===== src/rtl/slowcal_pkg.sv =====
// Shared types and select codes for the slow clock calibration counter.
package slowcal_pkg;

    // Width of the source select field and the number of sources it spans.
    localparam int CAL_SEL_W = 2;
    localparam int CAL_NSRC  = 1 << CAL_SEL_W;

    // Select codes; codes 1 and 2 are the slow-ticking sources with the long timeout shift.
    localparam logic [CAL_SEL_W-1:0] SRC_MUX     = 2'd0;
    localparam logic [CAL_SEL_W-1:0] SRC_RC_DIV  = 2'd1;
    localparam logic [CAL_SEL_W-1:0] SRC_XTAL32  = 2'd2;
    localparam logic [CAL_SEL_W-1:0] SRC_INT_OSC = 2'd3;

    // Control states of the measurement sequencer.
    typedef enum logic [1:0] {
        CAL_IDLE = 2'd0,
        CAL_ARM  = 2'd1,
        CAL_MEAS = 2'd2,
        CAL_DIV  = 2'd3
    } cal_state_e;

endpackage


===== src/rtl/slowcal_edge_sync.sv =====
// Brings one asynchronous slow clock into the reference domain through two
// flops and flags each rising edge with a one-cycle pulse.
// Assumes the slow clock's high and low phases each last at least two
// reference cycles.
module slowcal_edge_sync (
    input  logic clk,
    input  logic rst_n,
    input  logic async_in,
    output logic rise
);

    logic meta_q;
    logic sync_q;
    logic prev_q;

    // Two-flop synchroniser plus one history flop for edge detection.
    always_ff @(posedge clk) begin
        if (!rst_n) begin
            meta_q <= 1'b0;
            sync_q <= 1'b0;
            prev_q <= 1'b0;
        end else begin
            meta_q <= async_in;
            sync_q <= meta_q;
            prev_q <= sync_q;
        end
    end

    // A rise is a synchronised high that was low one cycle earlier.
    always_comb rise = sync_q & ~prev_q;

    AST_RISE_SINGLE: assert property (@(posedge clk) disable iff (!rst_n)
        rise |=> !rise);

endmodule


===== src/rtl/slowcal_divider.sv =====
// Restoring divider that produces one quotient bit per cycle.
// Assumes a nonzero divisor; after go, valid pulses NUM_W cycles later with
// the low Q_W bits of the quotient.
module slowcal_divider #(
    parameter int NUM_W = 47,
    parameter int DEN_W = 16,
    parameter int Q_W   = 32
) (
    input  logic             clk,
    input  logic             rst_n,
    input  logic             go,
    input  logic [NUM_W-1:0] num,
    input  logic [DEN_W-1:0] den,
    output logic             valid,
    output logic [Q_W-1:0]   quot
);

    localparam int STEP_W = $clog2(NUM_W + 1);

    logic              run_q;
    logic [STEP_W-1:0] step_q;
    logic [DEN_W-1:0]  rem_q;
    logic [NUM_W-1:0]  q_q;
    logic [DEN_W-1:0]  dsr_q;
    logic [DEN_W:0]    shifted;
    logic              fits;
    logic [DEN_W-1:0]  rem_nx;

    // One trial subtraction of the divisor from the shifted partial remainder.
    always_comb begin
        shifted = {rem_q, q_q[NUM_W-1]};
        fits    = shifted >= {1'b0, dsr_q};
        rem_nx  = fits ? DEN_W'(shifted - {1'b0, dsr_q}) : DEN_W'(shifted);
    end

    // Iteration control: load on go, then one quotient bit per cycle.
    always_ff @(posedge clk) begin
        if (!rst_n) begin
            run_q  <= 1'b0;
            step_q <= '0;
            rem_q  <= '0;
            q_q    <= '0;
            dsr_q  <= '0;
            valid  <= 1'b0;
        end else begin
            valid <= 1'b0;
            if (go) begin
                run_q  <= 1'b1;
                step_q <= '0;
                rem_q  <= '0;
                q_q    <= num;
                dsr_q  <= den;
            end else if (run_q) begin
                rem_q  <= rem_nx;
                q_q    <= {q_q[NUM_W-2:0], fits};
                step_q <= step_q + 1'b1;
                if (step_q == STEP_W'(NUM_W - 1)) begin
                    run_q <= 1'b0;
                    valid <= 1'b1;
                end
            end
        end
    end

    // The quotient is taken from the low bits once the shift register is full.
    always_comb quot = q_q[Q_W-1:0];

    AST_DIV_REM_BOUND: assert property (@(posedge clk) disable iff (!rst_n)
        run_q |-> (rem_q < dsr_q));

endmodule


===== src/rtl/slow_clk_calibrator.sv =====
// Top level of the slow clock calibration counter.
// Synchronises every slow source, counts reference cycles over the requested
// number of slow cycles of the selected source, applies a per-source timeout,
// and divides to obtain the average period as a fraction with FRAC_W bits.
// Assumes each slow clock phase lasts at least two reference cycles.
module slow_clk_calibrator
    import slowcal_pkg::*;
#(
    parameter int CYC_W       = 16,
    parameter int RES_W       = 32,
    parameter int FRAC_W      = 19,
    parameter int SHIFT_LONG  = 12,
    parameter int SHIFT_SHORT = 10
) (
    input  logic                 clk,
    input  logic                 rst_n,
    input  logic [CAL_NSRC-1:0]  slow_clk_i,
    input  logic                 start_i,
    input  logic [CAL_SEL_W-1:0] src_sel_i,
    input  logic [CYC_W-1:0]     cycles_i,
    input  logic                 cyc_mode_i,
    output logic                 busy_o,
    output logic                 done_o,
    output logic                 timeout_o,
    output logic [RES_W-1:0]     result_o
);

    localparam int CNT_W  = CYC_W + SHIFT_LONG;
    localparam int TICK_W = CNT_W + 1;
    localparam int NUM_W  = CNT_W + FRAC_W;

    cal_state_e           state_q;
    logic [CAL_SEL_W-1:0] sel_q;
    logic [CYC_W-1:0]     cyc_q;
    logic [TICK_W-1:0]    tick_q;
    logic [CNT_W-1:0]     ref_q;
    logic [CYC_W-1:0]     edge_q;
    logic [NUM_W-1:0]     num_q;
    logic                 go_q;
    logic [CAL_NSRC-1:0]  rise_vec;
    logic                 rise_sel;
    logic                 long_src;
    logic [TICK_W-1:0]    limit;
    logic                 last_edge;
    logic                 expired;
    logic                 accept;
    logic                 div_valid;
    logic [RES_W-1:0]     div_quot;

    // One synchroniser per source, so switching the select never creates a false edge.
    genvar g;
    generate
        for (g = 0; g < CAL_NSRC; g++) begin : g_sync
            slowcal_edge_sync u_sync (
                .clk      (clk),
                .rst_n    (rst_n),
                .async_in (slow_clk_i[g]),
                .rise     (rise_vec[g])
            );
        end
    endgenerate

    // Source pick, per-source timeout limit and end-of-window decode.
    always_comb begin
        rise_sel  = rise_vec[sel_q];
        long_src  = (sel_q == SRC_RC_DIV) || (sel_q == SRC_XTAL32);
        limit     = long_src ? (TICK_W'(cyc_q) << SHIFT_LONG)
                             : (TICK_W'(cyc_q) << SHIFT_SHORT);
        last_edge = rise_sel && (({1'b0, edge_q} + 1'b1) == {1'b0, cyc_q});
        expired   = (tick_q == limit);
        accept    = start_i && (cycles_i != '0);
    end

    // Sequencer: arm, measure, divide, then stop or restart.
    always_ff @(posedge clk) begin
        if (!rst_n) begin
            state_q   <= CAL_IDLE;
            sel_q     <= '0;
            cyc_q     <= '0;
            tick_q    <= '0;
            ref_q     <= '0;
            edge_q    <= '0;
            num_q     <= '0;
            go_q      <= 1'b0;
            busy_o    <= 1'b0;
            done_o    <= 1'b0;
            timeout_o <= 1'b0;
            result_o  <= '0;
        end else begin
            done_o <= 1'b0;
            go_q   <= 1'b0;
            case (state_q)
                CAL_IDLE: begin
                    if (accept) begin
                        state_q   <= CAL_ARM;
                        sel_q     <= src_sel_i;
                        cyc_q     <= cycles_i;
                        tick_q    <= '0;
                        edge_q    <= '0;
                        busy_o    <= 1'b1;
                        timeout_o <= 1'b0;
                    end
                end
                CAL_ARM: begin
                    tick_q <= tick_q + 1'b1;
                    if (rise_sel) begin
                        state_q <= CAL_MEAS;
                        ref_q   <= '0;
                    end else if (expired) begin
                        state_q   <= CAL_IDLE;
                        busy_o    <= 1'b0;
                        done_o    <= 1'b1;
                        timeout_o <= 1'b1;
                        result_o  <= '0;
                    end
                end
                CAL_MEAS: begin
                    tick_q <= tick_q + 1'b1;
                    ref_q  <= ref_q + 1'b1;
                    if (last_edge) begin
                        num_q   <= {CNT_W'(ref_q + 1'b1), {FRAC_W{1'b0}}};
                        go_q    <= 1'b1;
                        state_q <= CAL_DIV;
                    end else if (expired) begin
                        state_q   <= CAL_IDLE;
                        busy_o    <= 1'b0;
                        done_o    <= 1'b1;
                        timeout_o <= 1'b1;
                        result_o  <= '0;
                    end else if (rise_sel) begin
                        edge_q <= edge_q + 1'b1;
                    end
                end
                CAL_DIV: begin
                    if (div_valid) begin
                        result_o <= div_quot;
                        done_o   <= 1'b1;
                        if (cyc_mode_i) begin
                            state_q <= CAL_ARM;
                            tick_q  <= '0;
                            edge_q  <= '0;
                        end else begin
                            state_q <= CAL_IDLE;
                            busy_o  <= 1'b0;
                        end
                    end
                end
                default: state_q <= CAL_IDLE;
            endcase
        end
    end

    slowcal_divider #(
        .NUM_W (NUM_W),
        .DEN_W (CYC_W),
        .Q_W   (RES_W)
    ) u_div (
        .clk   (clk),
        .rst_n (rst_n),
        .go    (go_q),
        .num   (num_q),
        .den   (cyc_q),
        .valid (div_valid),
        .quot  (div_quot)
    );

    AST_DONE_PULSE: assert property (@(posedge clk) disable iff (!rst_n)
        done_o |=> !done_o);
    AST_TIMEOUT_ZERO: assert property (@(posedge clk) disable iff (!rst_n)
        timeout_o |-> (result_o == '0));
    AST_BUSY_FALL_DONE: assert property (@(posedge clk) disable iff (!rst_n)
        $fell(busy_o) |-> done_o);
    AST_START_IGNORED: assert property (@(posedge clk) disable iff (!rst_n)
        (busy_o && start_i) |=> ($stable(sel_q) && $stable(cyc_q)));
    AST_TICK_BOUND: assert property (@(posedge clk) disable iff (!rst_n)
        busy_o |-> (tick_q <= limit));
    AST_ZERO_IGNORED: assert property (@(posedge clk) disable iff (!rst_n)
        (!busy_o && start_i && (cycles_i == '0)) |=> !busy_o);

endmodule


===== config.mk =====
export PLATFORM = sky130hd
export DESIGN_NAME = slow_clk_calibrator
export DESIGN_NICKNAME = d
export VERILOG_FILES = /design/src/rtl/slowcal_pkg.sv /design/src/rtl/slowcal_edge_sync.sv /design/src/rtl/slowcal_divider.sv /design/src/rtl/slow_clk_calibrator.sv
export SDC_FILE = /design/constraint.sdc
export NUM_CORES = 1
export LEC_CHECK = 0
export ABC_AREA = 1
export BUFFER_PORTS_ARGS = -buffer_cell sky130_fd_sc_hd__buf_4
export CAP_MARGIN = 30
export CORE_MARGIN = 4
export CORE_UTILIZATION = 40
export DETAILED_ROUTE_END_ITERATION = 12
export PLACE_DENSITY = 0.54
export SLEW_MARGIN = 20
export SYNTH_ARGS = -nofsm -noshare
export SYNTH_HDL_FRONTEND = slang
export SYNTH_SLANG_ARGS = --single-unit

===== constraint.sdc =====
create_clock -name clk -period 2.73 [get_ports clk]
set_input_delay 0.273 -clock clk [delete_from_list [all_inputs] [get_ports clk]]
set_output_delay 0.273 -clock clk [all_outputs]
set_load 0.05 [all_outputs]

After elaboration in Yosys (flattened, before gate mapping)

Index checks and enable logic that the tools add are counted.

Memories: 0
Bits in writable memories: 0
Register bits: 256
Output and inout port bits: 35
Latch bits: 0
Memory bits (read-only): 0

Order comparisons: 2
Add/sub/neg operators: 6
Equality and inequality tests: 17
Shifts and indexed selects: 0
Div/mod/pow operators: 0
$mul: 0
Reductions and logical operators: 23
Bitwise logic cells: 10
Mux-type cells: 53

Operators with widths:

| kind                                           | count |
|---|---|
| 2-to-1 mux 32 bit                              | 4 |
| 2-to-1 mux 16 bit                              | 7 |
| case mux 32 bit (3 select lines)               | 1 |
| 2-to-1 mux 47 bit                              | 2 |
| 2-to-1 mux 29 bit                              | 3 |
| case mux 29 bit (3 select lines)               | 1 |
| 2-to-1 mux 28 bit                              | 2 |
| case mux 28 bit (2 select lines)               | 1 |
| case mux 16 bit (3 select lines)               | 1 |
| adder 29 x 1 -> 29 bit (second input constant) | 1 |
| == test 29 x 28 -> 1 bit                       | 1 |
| adder 28 x 1 -> 28 bit (second input constant) | 1 |
| 2-to-1 mux 1 bit                               | 21 |
| adder 16 x 1 -> 17 bit (second input constant) | 1 |
| == test 17 x 16 -> 1 bit                       | 1 |
| >= comparator 17 x 16 -> 1 bit                 | 1 |
| adder 16 x 1 -> 16 bit (second input constant) | 1 |
| inequality test 2 bit (second input constant)  | 8 |
| nonzero test 16 bit                            | 1 |
| subtractor 16 bit                              | 1 |
| 2-to-1 mux 2 bit                               | 5 |
| AND reduction 2 bit                            | 5 |
| nonzero test 3 bit                             | 3 |
| case mux 2 bit (4 select lines)                | 1 |
| other kinds (21)                               | 37 |

Longest topological paths before layout

Gate-level depths: netlist of the first run.

Depth after elaboration: 8
Depth in mapped cells: 19
Depth with buffers taken out: 18

Modules after synthesis

From an unflattened synthesis of the first run, not the netlist that was laid out.

Cells, all modules: 2337
Area, all modules: 14775.4 sq um

By module, submodules not included:

| module              | sequential area each (sq um) | area each (sq um) | times used | cells an instance |
|---|---|---|---|---|
| slow_clk_calibrator | 3143.0                       | 9207.6            | 1          | 1504 |
| slowcal_divider     | 1741.7                       | 5197.5            | 1          | 789 |
| slowcal_edge_sync   | 60.1                         | 92.6              | 4          | 11 |

Worst setup path before layout of the first run

Ideal clock, no wire load.

Path kind: register to register
From: register edge_q[0]
To: register result_o[1]
Path buffers: 1
Data arrival time: 2.079 ns
Cell stages (with the launch flop): 18
Setup slack: 0.519 ns
Cells stage by stage: dfxtp_1 > ha_1 > nand2_1 > nor2_2 > nand2_1 > nand2_1 > nand2_1 > nand2_1 > nand2_1 > nor2_1 > nand2_1 > nor2_1 > nand4_4 > nand2_1 > nor2_4 > buf_6 > nand3_1 > a21oi_1

Longest elaborated chain between the ends: 5

Ends and longest elaborated chain:

| item                            | line                       | source |
|---|---|---|
| from (decl)                     | slow_clk_calibrator.sv:37  | `logic [CYC_W-1:0] edge_q;` |
| from (signal assigned)          | slow_clk_calibrator.sv:131 | `edge_q <= edge_q + 1'b1;` |
| adder 16 x 1 -> 17 bit          | slow_clk_calibrator.sv:69  | `last_edge = rise_sel && (({1'b0, edge_q} + 1'b1) == {1'b0, cyc_q});` |
| == test 17 x 16 -> 1 bit        | slow_clk_calibrator.sv:69  |  |
| logical AND 1 bit               | slow_clk_calibrator.sv:69  |  |
| inequality test 2 bit (no line) | n/a                        |  |
| AND reduction 4 bit (no line)   | n/a                        |  |
| to (signal assigned)            | slow_clk_calibrator.sv:136 | `result_o <= div_quot;` |
| to (decl)                       | slow_clk_calibrator.sv:25  | `output logic [RES_W-1:0] result_o` |

Every way passes these cells.
A chain may end at the register's enable or synchronous reset.

Worst setup path in the final report of the first run

From: register sel_q[1]
To: register result_o[1]

Longest elaborated chain between the ends: 7

Ends and longest elaborated chain:

| item                                                    | line                      | source |
|---|---|---|
| from (decl)                                             | slow_clk_calibrator.sv:33 | `logic [CAL_SEL_W-1:0] sel_q;` |
| from (signal assigned)                                  | slow_clk_calibrator.sv:96 | `sel_q <= src_sel_i;` |
| == test 2 x 1 -> 1 bit or == test 2 bit (tied branches) | slow_clk_calibrator.sv:66 | `long_src = (sel_q == SRC_RC_DIV) \|\| (sel_q == SRC_XTAL32);` |
| logical OR 1 bit                                        | slow_clk_calibrator.sv:66 |  |
| 2-to-1 mux 28 bit                                       | slow_clk_calibrator.sv:67 | `limit = long_src ? (TICK_W'(cyc_q) << SHIFT_LONG)` |
| == test 29 x 28 -> 1 bit                                | slow_clk_calibrator.sv:70 | `expired = (tick_q == limit);` |
| 2-to-1 mux 32 bit                                       | n/a                       |  |
| 2-to-1 mux 32 bit, on equally long branches             | n/a                       |  |
| case mux 32 bit (3 select lines)                        | n/a                       |  |

Several ways; a longest one is shown, not always the timed one. The select of a mux whose other input is x is not followed.

==> reports/qor.csv, run 1 <==
stage,metric,value,unit
placement,DP Area,0.0141,mm²
synthesis,ys flop type,dfxtp_1,
global_routing,Overflow after GRT,0,
finish,layout cells sized above 1,0.119,
timing,post-route clock skew,0.0257,ns
finish,"commonest non-fill, non-tap cells in the layout","nand2_1 (433), dfxtp_1 (253), a21oi_1 (213)",
synthesis,multiplexer share of the synthesized area,0,
timing,"Min Clock Period, post-route",2.51,ns
synthesis,Synth Area in Compound Gates,0.164,
timing,Fmax,0.399,GHz
cts,Num CTS Buffers,30,
global_routing,gr usage total,0.211,
worst_setup_path,CP endpoint kind,flip-flop,
floorplan,Die X,188,µm
timing,Final WS setup,0.221,ns
global_routing,initial antenna violation count,0,
power,Sw Share,0.254,
timing,Worst slew margin,0.457,
route,routed vias,12520,
power,Pwr Total,8760,µW
route,Residual DRC,0,
cts,CTS sink cnt,256,
cts,Worst-Skew Late Latency,0.58,ns
timing,Final Hold Viols,0,
timing,Least-Margin Pin Slew,0.813,ns
power,Max VDD drop,0.461,mV
finish,"commonest non-fill, non-tap cell in the layout",nand2_1,
floorplan,Starting Density,0.408,
synthesis,Synth Area in Adders,0.0285,
worst_setup_path,worst path arrival time,2.96,ns
synthesis,Synth async-reset ratio,0,
global_routing,largest net degree at the start of global routing,61,
job,max-cap viol count,0,
floorplan,die area,0.0354,mm²
synthesis,post-synthesis sequential element count,256,
global_routing,number of global-route vias before repair,11878,
cts,CTS Root Cell,clkbuf_16,
power,Combinational Power Share,0.096,
worst_setup_path,WS Path Type,flip-flop to flip-flop,
synthesis,synth unique cells,52,
global_routing,wire length of the first global-routing pass,62600,µm
min_path,min-delay worst type,input pin to flip-flop,
synthesis,Post-Synth Simple-Gate Area,0.302,
route,WL/cell,15.9,µm
synthesis,Synth Cell Area,0.0130,mm²
power,power density cells,567,mW/mm²
route,Detail Route Antenna Nets,0,
route,initial DRC count,884,
power,sequential share of power,0.437,
placement,I/O Buffers,60,
power,P_int,6530,µW
finish,# nets final,2019,
finish,Area Overhead vs Synth,18.9,%
synthesis,xor/xnor share of the synthesized area,0.0348,
floorplan,Die Ht,188,µm
timing,fin. max-slew vios,0,
finish,Antenna Cells,0,
route,vias per cell,5.17,
synthesis,sequential share of the synthesized area,0.395,
power,Sw Pwr,2220,µW
timing,period utilisation layout,0.919,
timing,final setup fails,0,
cts,clk slew on worst S/H paths,0.06,ns
finish,fin area,0.0154,mm²
route,DRT Pass-1 Iters,5,
finish,filler instances,3258,
worst_setup_path,Crit path required time,3.18,ns
synthesis,Ys Warns,0,
placement,dpl ws,-0.0895,ns
floorplan,Core Region,0.0318,mm²
synthesis,main combinational cell family by area after synthesis,simple AND/OR/NAND/NOR gates,
cts,Max Buffers Root-to-Sink,3,
cts,CTS tree,built,
synthesis,Syn Area/Cell,6.92,µm²
worst_setup_path,largest fanout on the critical path,16,
worst_setup_path,Startpoint Class,flip-flop,
placement,gp weighted congestion,0.949,
outcome,outcome,"complete, no violations",
floorplan,num ports,61,
placement,placed cell count,2348,
cts,Max H-tree Level,1,
synthesis,Syn Inst Count,1876,
synthesis,Post-synth EDFFs,0,
timing,Setup TNS,0,ns
placement,dpl hpwl,27400,µm
power,Leak,0.00619,µW
route,drt total wl,38500,µm
floorplan,row count,65,
finish,non-filler instance count after layout,2422,
power,clock power share,0.467,
synthesis,Synth Net Count,1931,
worst max-delay path, stage by stage (launching register included):
cell and delay (ns):
dfxtp_1 0.34, inv_1 0.14, nand2_4 0.09, nand2_8 0.14
buf_4 0.15, nand2_1 0.06, o21ai_0 0.15, nand2_1 0.09
nand2_1 0.09, nand2_1 0.05, nor2_1 0.14, nand3_2 0.12
buf_4 0.16, a21oi_2 0.17, nand4_4 0.16, clkbuf_16 0.23
nand2_1 0.07, a21oi_1 0.06
path summary, 6_finish.rpt:
check,start,to,cells past startpoint,slack [ns]
worst max register to register,sel_q[1],result_o[1],17,0.22
worst max-delay path,sel_q[1],result_o[1],17,0.22
worst min-delay path,cycles_i[11],cyc_q[11],3,0.03
worst min register to register,g_sync[2].u_sync.meta_q,g_sync[2].u_sync.sync_q,2,0.41
synth_stat cells (2+ instances only):
| library cell | number | area [µm²] |
|---|---|---|
| a211oi_1 | 4 | 30.0 |
| a21oi_1 | 214 | 1070 |
| a22oi_1 | 2 | 15.0 |
| a31oi_1 | 3 | 18.8 |
| buf_1 | 6 | 22.5 |
| buf_2 | 8 | 40.0 |
| buf_6 | 8 | 90.1 |
| clkbuf_1 | 57 | 214 |
| clkinv_1 | 3 | 11.3 |
| dfxtp_1 | 256 | 5120 |
| ha_1 | 28 | 350 |
| inv_1 | 153 | 574 |
| inv_2 | 6 | 22.5 |
| nand2_1 | 435 | 1630 |
| nand2_2 | 15 | 93.8 |
| nand2_4 | 2 | 22.5 |
| nand3_1 | 124 | 621 |
| nand3_2 | 3 | 30.0 |
| nand3b_1 | 4 | 30.0 |
| nand4_1 | 26 | 163 |
| nand4_2 | 2 | 25.0 |
| nor2_1 | 200 | 751 |
| nor2_2 | 6 | 37.5 |
| nor2_4 | 2 | 22.5 |
| nor3_1 | 66 | 330 |
| nor3b_1 | 3 | 22.5 |
| nor4_1 | 8 | 50.1 |
| o211ai_1 | 7 | 52.6 |
| o21ai_0 | 108 | 541 |
| o21ai_1 | 16 | 80.1 |
| o21bai_1 | 2 | 15.0 |
| o221ai_1 | 27 | 236 |
| or2_2 | 6 | 37.5 |
| xnor2_1 | 21 | 184 |
| xor2_1 | 28 | 245 |
flip-flops by register name (all words and copies together) (netlist names), 2 cells and up:
| name | cells |
|---|---|
| num_q | 28 |
| u_div.q_q | 47 |
| g_sync.u_sync.prev_q | 4 |
| ref_q | 28 |
| sel_q | 2 |
| u_div.rem_q | 16 |
| u_div.dsr_q | 16 |
| result_o | 32 |
| g_sync.u_sync.sync_q | 4 |
| edge_q | 16 |
| cyc_q | 16 |
| state_q | 2 |
| u_div.step_q | 6 |
| tick_q | 29 |
| g_sync.u_sync.meta_q | 4 |
power groups by stage:
stage / sequential, µW / clock [µW] / combinational (µW)
after floorplan: 3900 / 0 / 511
after global routing: 3830 / 4370 / 934
after CTS: 3830 / 4210 / 828
after detailed placement: 3910 / 0 / 811
final: 3830 / 4090 / 844
after global placement: 3910 / 0 / 812
timing repair:
item | in CTS | in global routing
gates cloned | 1 | 1
setup endpoints to repair | 32 | 89
hold buffers | 11 | 0
resized for setup | 1 | 21
hold endpoints to repair | 11 | 0
setup buffers | 0 | 6
pin swaps | 1 | 6
kinds of logic after synthesis:
kind of cell | after synthesis
xor gates and xnor gates | 50
adders and majority gates | 29
AOI/OAI and AO/OA | 391
DFF | 256
buffers and inverters | 243
and+or+nand+nor | 907
area by class of cell:
class / count / area (µm²) / share of cell area
clock buffer: 43 / 860 / 0.0557
clock inverter: 12 / 163 / 0.0105
inverter: 162 / 611 / 0.0396
multi-input combinational: 1378 / 6950 / 0.450
sequential: 256 / 5130 / 0.332
tap: 435 / 544 / 0.0353
timing repair buffer: 136 / 1180 / 0.0763
layer usage:
layer	share of wire	GRT usage	routed length (µm)	vias to the layer above
li1	-	-	-	6422
met1	0.49	0.304	18800	5799
met2	0.45	0.337	17300	253
met3	0.044	0.0285	1680	46
met4	0.019	0.0483	723	0
met5	0	0	0	-
per-stage QoR:
| step | hold WS, ns | utilization |
|---|---|---|
| floorplan | 0.371 | - |
| global placement | 0.395 | 0.444 |
| detailed placement | 0.397 | 0.444 |
| CTS | 0.00617 | 0.480 |
| global route | 0.0528 | 0.485 |
| finish | 0.0326 | 0.485 |
(Power assumes the default switching activity.)
==> run 2, diff against run 1 <==
--- a/config.mk
+++ b/config.mk
@@ -8,6 +8,7 @@
 export ABC_AREA = 1
 export BUFFER_PORTS_ARGS = -buffer_cell sky130_fd_sc_hd__buf_4
 export CAP_MARGIN = 30
+export CORE_ASPECT_RATIO = 1.75
 export CORE_MARGIN = 4
 export CORE_UTILIZATION = 40
 export DETAILED_ROUTE_END_ITERATION = 12
==> run 2 against run 1 <==
  * First-iteration DRC count is 31% lower
  * Hold slack worse by 0.011 ns
  * Utilization is 0.85 points lower
  * Clock-buffer cell count is 9 lower
  * Die area is 0.32% higher
  * Largest cell class unchanged
  * Clock skew is 0.0035 ns lower
  * Non-clock buffer count is 7 higher
  * Routed wire length is 12% higher
  * Via count is 1.3% higher
  * Global-route usage is 2.8 points higher
  * Clock power is 11% lower
  * Critical path depth is 2 lower
==> reports/qor.csv, run 2 (synthesis results as in run 1) <==
stage,metric,value,unit,change
outcome,outcome,"complete, no violations",,
worst_setup_path,slowest cell delay on critical path,0.43,ns,+0.09 ns
worst_setup_path,Startpoint Class,flip-flop,,
cts,Max Buffers Root-to-Sink,3,,unchanged
floorplan,die area,0.0355,mm²,+0.32%
worst_setup_path,CP max stage cell,dfxtp_1,,
cts,CTS tree,built,,
power,sequential share of power,0.462,,+0.025
global_routing,largest net degree at the start of global routing,59,,-3.3%
worst_setup_path,crit path cell chain,"nand2_1, nor2_4, nand2_4, o21ai_0, nand3_1, nand2_1, nand3_1, nor2_2, nand4_4, buf_6, nand4_2, buf_6, clkbuf_16, nand2_1, a21oi_1",,
finish,Regs by FF count,"u_div.q_q x47, result_o x32, tick_q x29",,
cts,Num CTS Buffers,26,,-13%
min_path,min-delay worst type,input pin to flip-flop,,
finish,# nets final,2022,,+0.15%
worst_setup_path,CP endpoint kind,flip-flop,,
job,max-cap viol count,0,,unchanged
cts,clk slew on worst S/H paths,0.07,ns,about the same
finish,Area Overhead vs Synth,18.0,%,
finish,Antenna Cells,0,,unchanged
timing,Fmax,0.390,GHz,-2.3%
power,Leak,0.00617,µW,-0.25%
cts,CTS Root Cell,clkbuf_16,,
timing,post-route clock skew,0.0222,ns,-0.00351 ns
finish,"commonest non-fill, non-tap cells in the layout","nand2_1 (432), dfxtp_1 (247), a21oi_1 (211)",,
timing,Worst slew margin,0.576,,+0.119
power,Max VDD drop,0.469,mV,+1.7%
global_routing,gr busiest metal,met2,,
finish,layout cells sized above 1,0.128,,+0.00875
floorplan,Starting Density,0.404,,-0.00398
timing,RSZ-0062 raised after global routing,false,,
power,power density cells,542,mW/mm²,-4.5%
global_routing,Overflow after GRT,0,,unchanged
cts,Max H-tree Level,1,,unchanged
timing,"Min Clock Period, post-route",2.57,ns,+0.0581 ns
timing,fin. max-slew vios,0,,unchanged
global_routing,met3 usage in global routing,0.0229,,-0.00561
worst_setup_path,Crit path required time,3.22,ns,+0.04 ns
placement,gp weighted congestion,0.944,,-0.61%
power,Combinational Power Share,0.101,,+0.005
worst_setup_path,most frequent CP cell,nand2_1,,
timing,Final Hold Viols,0,,unchanged
global_routing,number of global-route vias before repair,12538,,+5.6%
placement,dpl ws,-0.217,ns,-0.128 ns
route,initial DRC count,609,,-31%
floorplan,Die X,144,µm,-23%
route,drt total wl,42900,µm,+12%
global_routing,initial antenna violation count,0,,unchanged
route,Detail Route Antenna Nets,0,,unchanged
floorplan,num ports,61,,unchanged
power,P_int,6110,µW,-6.5%
cts,Worst-Skew Late Latency,0.56,ns,-0.02 ns
timing,hold slack,0.0220,ns,-0.0106 ns
floorplan,Die Ht,246,µm,+31%
timing,final setup fails,0,,unchanged
finish,Top reg by flops,u_div.q_q,,
global_routing,GR Util met2,0.467,,+0.130
finish,"commonest non-fill, non-tap cell in the layout",nand2_1,,
route,DRT Pass-1 Iters,6,,+1
power,Sw Pwr,2180,µW,-1.9%
power,clock power share,0.436,,-0.031
timing,Final WS setup,0.163,ns,-0.0581 ns
power,Sw Share,0.263,,+0.00924
global_routing,met1 usage,0.256,,-0.0477
global_routing,wire length of the first global-routing pass,67100,µm,+7.3%
finish,filler instances,3376,,+3.6%
placement,dpl hpwl,31900,µm,+16%
floorplan,Core Region,0.0321,mm²,+0.98%
worst_setup_path,largest fanout on the critical path,16,,unchanged
route,vias per cell,5.32,,+2.9%
global_routing,gr usage total,0.238,,+0.0277
route,Residual DRC,0,,unchanged
worst_setup_path,worst path arrival time,3.05,ns,+0.09 ns
finish,max reg flops,47,,unchanged
cts,CTS sink cnt,256,,unchanged
timing,period utilisation layout,0.940,,+0.0213
floorplan,row count,87,,+34%
worst_setup_path,critical path's top delay family,simple AND/OR/NAND/NOR gates,,
worst_setup_path,Bufs and invs on worst path,3,,-1
route,routed vias,12683,,+1.3%
timing,Least-Margin Pin Slew,0.632,ns,-0.181 ns
placement,I/O Buffers,60,,unchanged
worst_setup_path,WS Path Type,flip-flop to flip-flop,,
route,WL/cell,18.0,µm,+13%
## run 2: cell count changes in the layout (fill, tap and decap cells not counted), sizes merged
cell         previous run  this run
inv                   158       160
clkinv                 12         8
buf                   124       133
bufinv                  3         2
clkinvlp                1         3
dlygate4sd3            11         8
clkbuf                 44        36
## run 2: cell type report
cell class / count / area [µm²] / share of cell area
multi-input combinational: 1378 / 7000 / 0.457
timing repair buffer: 143 / 1210 / 0.0791
inverter: 162 / 609 / 0.0398
clock inverter: 11 / 128 / 0.00833
clock buffer: 34 / 731 / 0.0477
tap: 400 / 500 / 0.0327
sequential: 256 / 5140 / 0.336
## run 2: worst paths after layout
check | from | endpoint | slack, ns | cells past startpoint
hold / removal | cycles_i[6] | cyc_q[6] | 0.02 | 3
setup / recovery | edge_q[3] | result_o[0] | 0.16 | 15
setup reg to reg | edge_q[3] | result_o[0] | 0.16 | 15
hold reg to reg | g_sync[0].u_sync.meta_q | g_sync[0].u_sync.sync_q | 0.42 | 2
## run 2: per-layer routing
layer / up-vias / routed length [µm] / share of wire
li1: 6430 / - / -
met1: 5952 / 16100 / 0.38
met2: 225 / 23700 / 0.55
met3: 76 / 1360 / 0.032
met4: 0 / 1700 / 0.039
met5: - / 0 / 0
## run 2: worst min-delay path, delay by kind of cell
| kind | cells | cell delay (ns) |
|---|---|---|
| buf+inv | 1 | 0.08 |
| compound gates | 2 | 0.18 |
## run 2: timing repair
item / in CTS / in global routing
resized for setup: 4 / 39
buffers inserted: 1 / 3
gates cloned: 1 / 2
endpoints found under the hold margin: 8 / 0
hold buffers: 8 / 0
endpoints found under the setup margin: 43 / 91
pin swaps: 1 / 6
## run 2: per-stage QoR
stage               std cells  total power (µW)  setup TNS, ns  utilization  area [µm²]
floorplan                1876              4410              0            -       13000
global placement         2324              4730          -5.41        0.440       14100
detailed placement       2324              4720          -6.79        0.440       14100
CTS                      2379              8380       -0.00591        0.470       15100
global route             2384              8630              0        0.477       15300
finish                   2384              8290              0        0.477       15300
## run 2: power by group through the flow
stage	logic (µW)	clock network [µW]	registers, µW
after global placement	814	0	3920
after detailed placement	807	0	3920
after floorplan	511	0	3900
after global routing	917	3880	3840
after CTS	823	3730	3830
final	839	3620	3830
